$ cat config.mk
export PLATFORM = sky130hd
export DESIGN_NAME = tx_req_arbiter
export DESIGN_NICKNAME = d
export VERILOG_FILES = /design/src/rtl/tx_arb_pkg.sv /design/src/rtl/tx_arb_ctl.sv /design/src/rtl/tx_arb_dp.sv /design/src/rtl/tx_req_arbiter.sv
export SDC_FILE = /design/constraint.sdc
export NUM_CORES = 1
export LEC_CHECK = 0
export BUFFER_PORTS_ARGS = -buffer_cell sky130_fd_sc_hd__buf_4
export CAP_MARGIN = 5
export CORE_MARGIN = 5
export CORE_UTILIZATION = 50
export DETAILED_ROUTE_END_ITERATION = 7
export PLACE_DENSITY_LB_ADDON = 0.3
export SLEW_MARGIN = 20
export SYNTH_ARGS = -nofsm -noshare
export SYNTH_HDL_FRONTEND = slang
export SYNTH_SLANG_ARGS = --single-unit
$ cat constraint.sdc
create_clock -name clk -period 3.84 [get_ports clk]
set_input_delay 0 -clock clk [delete_from_list [all_inputs] [get_ports clk]]
set_output_delay 0 -clock clk [all_outputs]
set_load 0.1 [all_outputs]
$ cat src/rtl/tx_arb_pkg.sv
package tx_arb_pkg;
  typedef enum logic [1:0] {
    RES_OK   = 2'b00,
    RES_LOSS = 2'b01,
    RES_ERR  = 2'b10,
    RES_ERRB = 2'b11
  } result_e;

  // strobes from control to datapath
  typedef struct packed {
    logic ok;
    logic loss;
    logic err;
    logic toRtr;
  } upd_t;
endpackage

$ cat src/rtl/tx_arb_ctl.sv
module tx_arb_ctl
  import tx_arb_pkg::*;
#(
  parameter int IDXW = 4
) (
  input  logic            clk,
  input  logic            rstN,
  input  logic            anyPend,
  input  logic            pickIsRtr,
  input  logic [IDXW-1:0] pickIdx,
  input  logic            startAck,
  input  logic            outcomeValid,
  input  logic [1:0]      outcome,
  output logic            selValid,
  output logic            selIsRtr,
  output logic [IDXW-1:0] selIdx,
  output upd_t            upd,
  output logic [IDXW-1:0] updIdx
);
  logic            busy;
  logic            heldRtr;
  logic [IDXW-1:0] heldIdx;
  result_e         res;

  always_ff @(posedge clk or negedge rstN) begin
    if (!rstN) begin
      busy    <= 1'b0;
      heldRtr <= 1'b0;
      heldIdx <= '0;
    end else if (!busy) begin
      if (startAck && anyPend) begin
        busy    <= 1'b1;
        heldRtr <= pickIsRtr;
        heldIdx <= pickIdx;
      end
    end else if (outcomeValid) begin
      busy <= 1'b0;
    end
  end

  always_comb begin
    res      = result_e'(outcome);
    selValid = !busy && anyPend;
    selIsRtr = busy ? heldRtr : pickIsRtr;
    selIdx   = busy ? heldIdx : pickIdx;
    updIdx   = heldIdx;
    upd      = '0;
    upd.toRtr = heldRtr;
    if (busy && outcomeValid) begin
      unique case (res)
        RES_OK:   upd.ok   = 1'b1;
        RES_LOSS: upd.loss = 1'b1;
        default:  upd.err  = 1'b1;
      endcase
    end
  end
endmodule

$ cat src/rtl/tx_arb_dp.sv
module tx_arb_dp
  import tx_arb_pkg::*;
#(
  parameter int NUM_RTR = 16,
  parameter int NUM_TX  = 8,
  parameter int IDXW    = 4,
  localparam int TXW    = $clog2(NUM_TX)
) (
  input  logic               clk,
  input  logic               rstN,
  input  logic [NUM_RTR-1:0] rtrReq,
  input  logic [NUM_TX-1:0]  intEn,
  input  logic               arbMode,
  input  logic               hostWrEn,
  input  logic [TXW-1:0]     hostWrIdx,
  input  logic               hostWrReq,
  input  logic               hostWrAbort,
  input  upd_t               upd,
  input  logic [IDXW-1:0]    updIdx,
  output logic               anyPend,
  output logic               pickIsRtr,
  output logic [IDXW-1:0]    pickIdx,
  output logic [NUM_TX-1:0]  txReqPend,
  output logic [NUM_TX-1:0]  txAbortPend,
  output logic               txDoneIrq,
  output logic               sstFailIrq,
  output logic [NUM_RTR-1:0] rtrClr
);
  logic [NUM_TX-1:0]  reqQ, abortQ, sstQ, reqD, abortD, sstD;
  logic [TXW-1:0]     rrPtr, rrPtrD, fixPick, rrPick;
  logic [IDXW-1:0]    rtrPick;
  logic               rrHit, doneD, failD;
  logic [NUM_RTR-1:0] rtrClrD;

  // selection
  always_comb begin
    anyPend = (|rtrReq) || (|reqQ);
    rtrPick = '0;
    for (int i = NUM_RTR - 1; i >= 0; i--)
      if (rtrReq[i]) rtrPick = IDXW'(i);
    fixPick = '0;
    for (int i = NUM_TX - 1; i >= 0; i--)
      if (reqQ[i]) fixPick = TXW'(i);
    rrPick = '0;
    rrHit  = 1'b0;
    for (int k = 0; k < NUM_TX; k++) begin
      int j;
      j = int'(rrPtr) + k;
      if (j >= NUM_TX) j = j - NUM_TX;
      if (!rrHit && reqQ[j]) begin
        rrPick = TXW'(j);
        rrHit  = 1'b1;
      end
    end
    pickIsRtr = |rtrReq;
    pickIdx   = pickIsRtr ? rtrPick : IDXW'(arbMode ? fixPick : rrPick);
  end

  // flag update: outcome first, host set on top
  always_comb begin
    reqD    = reqQ;
    abortD  = abortQ;
    sstD    = sstQ;
    rrPtrD  = rrPtr;
    doneD   = 1'b0;
    failD   = 1'b0;
    rtrClrD = '0;
    for (int i = 0; i < NUM_RTR; i++)
      if (upd.ok && upd.toRtr && updIdx == IDXW'(i)) rtrClrD[i] = 1'b1;
    for (int i = 0; i < NUM_TX; i++) begin
      if (!upd.toRtr && updIdx == IDXW'(i)) begin
        if (upd.ok) begin
          reqD[i]   = 1'b0;
          abortD[i] = 1'b0;
          sstD[i]   = 1'b0;
          doneD     = intEn[i];
          rrPtrD    = (i == NUM_TX - 1) ? '0 : TXW'(i + 1);
        end else if ((upd.loss || upd.err) && sstQ[i]) begin
          reqD[i] = 1'b0;
          sstD[i] = 1'b0;
          failD   = 1'b1;
        end else if (upd.loss && abortQ[i]) begin
          reqD[i]   = 1'b0;
          abortD[i] = 1'b0;
        end
      end
      if (hostWrEn && hostWrIdx == TXW'(i)) begin
        if (hostWrReq)   reqD[i]   = 1'b1;
        if (hostWrAbort) abortD[i] = 1'b1;
        if (hostWrReq && hostWrAbort) sstD[i] = 1'b1;
      end
    end
  end

  always_ff @(posedge clk or negedge rstN) begin
    if (!rstN) begin
      reqQ       <= '0;
      abortQ     <= '0;
      sstQ       <= '0;
      rrPtr      <= '0;
      txDoneIrq  <= 1'b0;
      sstFailIrq <= 1'b0;
      rtrClr     <= '0;
    end else begin
      reqQ       <= reqD;
      abortQ     <= abortD;
      sstQ       <= sstD;
      rrPtr      <= rrPtrD;
      txDoneIrq  <= doneD;
      sstFailIrq <= failD;
      rtrClr     <= rtrClrD;
    end
  end

  assign txReqPend   = reqQ;
  assign txAbortPend = abortQ;
endmodule

$ cat src/rtl/tx_req_arbiter.sv
module tx_req_arbiter
  import tx_arb_pkg::*;
#(
  parameter int NUM_RTR = 16,
  parameter int NUM_TX  = 8,
  localparam int TXW    = $clog2(NUM_TX),
  localparam int IDXW   = $clog2((NUM_RTR > NUM_TX) ? NUM_RTR : NUM_TX)
) (
  input  logic               clk,
  input  logic               rstN,
  input  logic [NUM_RTR-1:0] rtrReq,
  input  logic [NUM_TX-1:0]  intEn,
  input  logic               arbMode,
  input  logic               hostWrEn,
  input  logic [TXW-1:0]     hostWrIdx,
  input  logic               hostWrReq,
  input  logic               hostWrAbort,
  input  logic               startAck,
  input  logic               outcomeValid,
  input  logic [1:0]         outcome,
  output logic               selValid,
  output logic               selIsRtr,
  output logic [IDXW-1:0]    selIdx,
  output logic [NUM_TX-1:0]  txReqPend,
  output logic [NUM_TX-1:0]  txAbortPend,
  output logic               txDoneIrq,
  output logic               sstFailIrq,
  output logic [NUM_RTR-1:0] rtrClr
);
  upd_t            upd;
  logic [IDXW-1:0] updIdx, pickIdx;
  logic            anyPend, pickIsRtr;

  tx_arb_ctl #(.IDXW(IDXW)) u_ctl (
    .clk(clk), .rstN(rstN), .anyPend(anyPend), .pickIsRtr(pickIsRtr),
    .pickIdx(pickIdx), .startAck(startAck), .outcomeValid(outcomeValid),
    .outcome(outcome), .selValid(selValid), .selIsRtr(selIsRtr),
    .selIdx(selIdx), .upd(upd), .updIdx(updIdx)
  );

  tx_arb_dp #(.NUM_RTR(NUM_RTR), .NUM_TX(NUM_TX), .IDXW(IDXW)) u_dp (
    .clk(clk), .rstN(rstN), .rtrReq(rtrReq), .intEn(intEn), .arbMode(arbMode),
    .hostWrEn(hostWrEn), .hostWrIdx(hostWrIdx), .hostWrReq(hostWrReq),
    .hostWrAbort(hostWrAbort), .upd(upd), .updIdx(updIdx),
    .anyPend(anyPend), .pickIsRtr(pickIsRtr), .pickIdx(pickIdx),
    .txReqPend(txReqPend), .txAbortPend(txAbortPend), .txDoneIrq(txDoneIrq),
    .sstFailIrq(sstFailIrq), .rtrClr(rtrClr)
  );
endmodule

==> flow_summary.yaml <==
critical_path:
  critPathCapture: "selIdx[0]"
  cp.required_ns: 3.84
  timing_worst_setup_path_type: "flop to output port"
  worstPathArrival_ns: 3.44
  reg2reg_depth: 11
  cp-end-kind: "output port"
  reg2reg_from: "u_dp.rrPtr[1]"
  startpoint: "u_dp.rrPtr[1]"
  r2r_end: "u_ctl.updIdx[0]"
  path_max_fanout: 13
  r2r_setup_slack_ns: 0.91
  critPathLaunchType: "flop"
finish:
  final_common_cell: "buf_4"
  multiInputGateArea_um2: 2070
  layout-drive-gt1-share_pct: 27.3
  final_cells: 554
  nNetsFinal: 496
  layout_common_cells: "79 x buf_4, 49 x dfrtp_1, 44 x nor2_1"
  fin_util_pct: 62.5
  synthToLayoutAreaGrowth_pct: 21.2
  antenna_cells: 0
  fillers: 608
  regArea_um2: 1280
detailed_routing:
  vias_per_cell: 5.87
  wl_met2_um: 4920
  postRouteAntennaNets: 0
  drt-met1-wl_um: 4000
  route.met3.wl_um: 499
  drtIter0Drc: 216
  wl_per_cell_um: 17.3
  drt_wl_total_um: 9600
  maxUsedRoutingLayer: "met4"
  drcViolationCount: 0
  drt_pass1_iterations: 5
  via_count: 3252
clock_tree:
  clock-sinks: 51
  cts_max_level: 2
  root_buffer: "clkbuf_8"
  post_cts_buffers: 0
  cts_tree: "yes"
  cts_made_buffers: 5
  clock_path_buffers: 2
  clk_pin_slew_ns: 0.09
  clk_latency_ns: 0.31
global_route:
  grt_max_degree: 52
  track_usage_pct: 22.4
  grt_pass1_vias: 3240
  grt-ovfl-total: 0
  antenna_found_initial: 0
  grt_pass1_wl_um: 15900
sta:
  rsz0062_at_grt: "no"
  fin_hold_ws_ns: 0.0239
  setup-violations-final: 0
  fin_crit_sh_pct: 89.5
  drv_slew: 0
  max_freq_mhz: 291
  fin_skew_ns: 0.00809
  slew_headroom_pct: 58.0
  worstMarginPinSlew_ns: 0.630
  finalCriticalPeriod_ns: 3.44
  hold_viol: 0
  setup_tns_ns: 0
  fin_ws_ns: 0.404
die:
  die_x_um: 93.9
  core_area_um2: 6830
  die_h_um: 93.9
  dieArea_um2: 8820
  num_rows: 30
  ios: 77
  start_util_pct: 51.5
synth:
  synth.cell_area_um2: 3520
  ys_seq_elements: 51
  yosys_warnings: 0
  synth_nets: 428
  ys_types: 54
  yosysSeqAreaShare_pct: 36.2
  synth_top_flop_cell: "dfrtp_1"
  syn_area_per_cell_um2: 9.05
  synthCells: 389
  synth-async-reset-ratio_pct: 100
  synth-edff-count: 0
run:
  cap_viol_max_count: 0
power:
  leakage_uw: 0.00180
  power_density_nw_per_um2: 684
  vdd_drop_max_mv: 0.369
placed_design:
  io_buffers: 76
  hpwl_um: 7150
  place_congestion: 0.907
  pre_cts_ws_ns: 0.548
  placed_cells: 542
hold_path:
  worstHoldStart: "hostWrIdx[1]"
  hold_class: "input pin to flop"
run_status:
  run_status: "completed"
## registers in the layout, indices dropped and copies added (netlist names), 3 cells and up
signal	count
u_ctl.updIdx	4
u_dp.txReqPend	8
u_dp.rtrClr	16
u_dp.rrPtr	3
u_dp.sstQ	8
u_dp.txAbortPend	8
## metrics by stage
stage | power (µW) | cell area, µm²
2_1_floorplan | 2240 | 3540
3_3_place_gp | 2570 | 4140
3_5_place_dp | 2600 | 4140
4_1_cts | 2910 | 4260
5_1_grt | 3090 | 4270
6_report | 2920 | 4270
## repair_timing
item	4_1_cts	5_1_grt
hold endpoints to repair	57	0
setup endpoints to repair	0	2
hold buffers	4	0
gates resized for setup	0	2
## worst min-delay path by stage
stage / endpoint / slack, ns / cells past startpoint
2_1_floorplan: u_ctl.busy / -0.30 / 0
3_3_place_gp: u_dp.sstQ[3] / 0.06 / 1
3_5_place_dp: u_dp.txAbortPend[6] / 0.06 / 1
4_1_cts: u_dp.txReqPend[0] / 0.02 / 3
5_1_grt: u_dp.txReqPend[1] / 0.03 / 3
6_report: u_dp.txReqPend[0] / 0.02 / 3
## critical path, cell delays in order, from the launching register on
cell       delay (ns)
dfrtp_2          0.54
inv_1            0.16
ha_1             0.34
buf_4            0.22
mux4_2           0.40
mux2i_4          0.23
inv_1            0.09
o21ai_0          0.19
o21ai_0          0.13
o32ai_2          0.32
nor2_1           0.09
a2bb2oi_2        0.12
buf_4            0.29
## logic make-up (layout without fill, tap and decap cells)
kind of cell | after synthesis | after routing | synth area share (%)
AO/OA/AOI/OAI | 114 | 114 | 20.4
adder cells (fa/ha/maj) | 2 | 2 | 0.711
buffers and inverters | 42 | 111 | 5.47
XOR/XNOR | 4 | 4 | 0.995
multiplexers | 36 | 36 | 17.1
flip-flops | 51 | 51 | 36.2
AND/OR/NAND/NOR | 140 | 140 | 19.1
## area by class of cell
class	count	share of cell area, %
multi-input combinational	296	48.5
sequential	51	30.0
timing repair buffer	83	14.8
tap	96	2.82
inverter	20	1.76
clock buffer	6	1.70
clock inverter	2	0.381
## cells in the mapped netlist, types with 2 or more instances
cell type | instances | area [µm²]
o31ai_1 | 7 | 52.6
ha_1 | 2 | 25.0
mux4_2 | 18 | 405
nor3b_1 | 2 | 15.0
nand2b_1 | 12 | 75.1
a41oi_1 | 2 | 17.5
buf_6 | 4 | 45.0
a22oi_1 | 2 | 15.0
nor3_2 | 2 | 20.0
and3_1 | 2 | 12.5
a31oi_1 | 3 | 18.8
a21oi_1 | 26 | 130
a21o_1 | 2 | 15.0
or2_2 | 6 | 37.5
inv_1 | 20 | 75.1
o22ai_1 | 9 | 56.3
nor3_1 | 11 | 55.1
nand3b_1 | 4 | 30.0
a211oi_1 | 6 | 45.0
o21ai_0 | 40 | 200
nand3_1 | 5 | 25.0
nand2_1 | 39 | 146
mux2i_1 | 14 | 140
o21bai_1 | 3 | 22.5
nor2b_1 | 3 | 18.8
clkbuf_1 | 14 | 52.6
nor2_1 | 44 | 165
xor2_1 | 2 | 17.5
mux2_2 | 3 | 33.8
buf_2 | 3 | 15.0
a211o_1 | 2 | 17.5
nor4_1 | 4 | 25.0
xnor2_1 | 2 | 17.5
dfrtp_1 | 51 | 1280
## power by group
part / switching, µW / internal (µW)
clock network: 180 / 131
logic: 1070 / 672
registers: 237 / 631
## per-layer routing
metal | GRT usage [%] | up-vias
met5 | 0 | -
met4 | 6.14 | 0
met3 | 3.53 | 16
met2 | 38.9 | 99
met1 | 29.0 | 1590
li1 | - | 1547
Note: power is estimated with default switching activity, not from simulation.
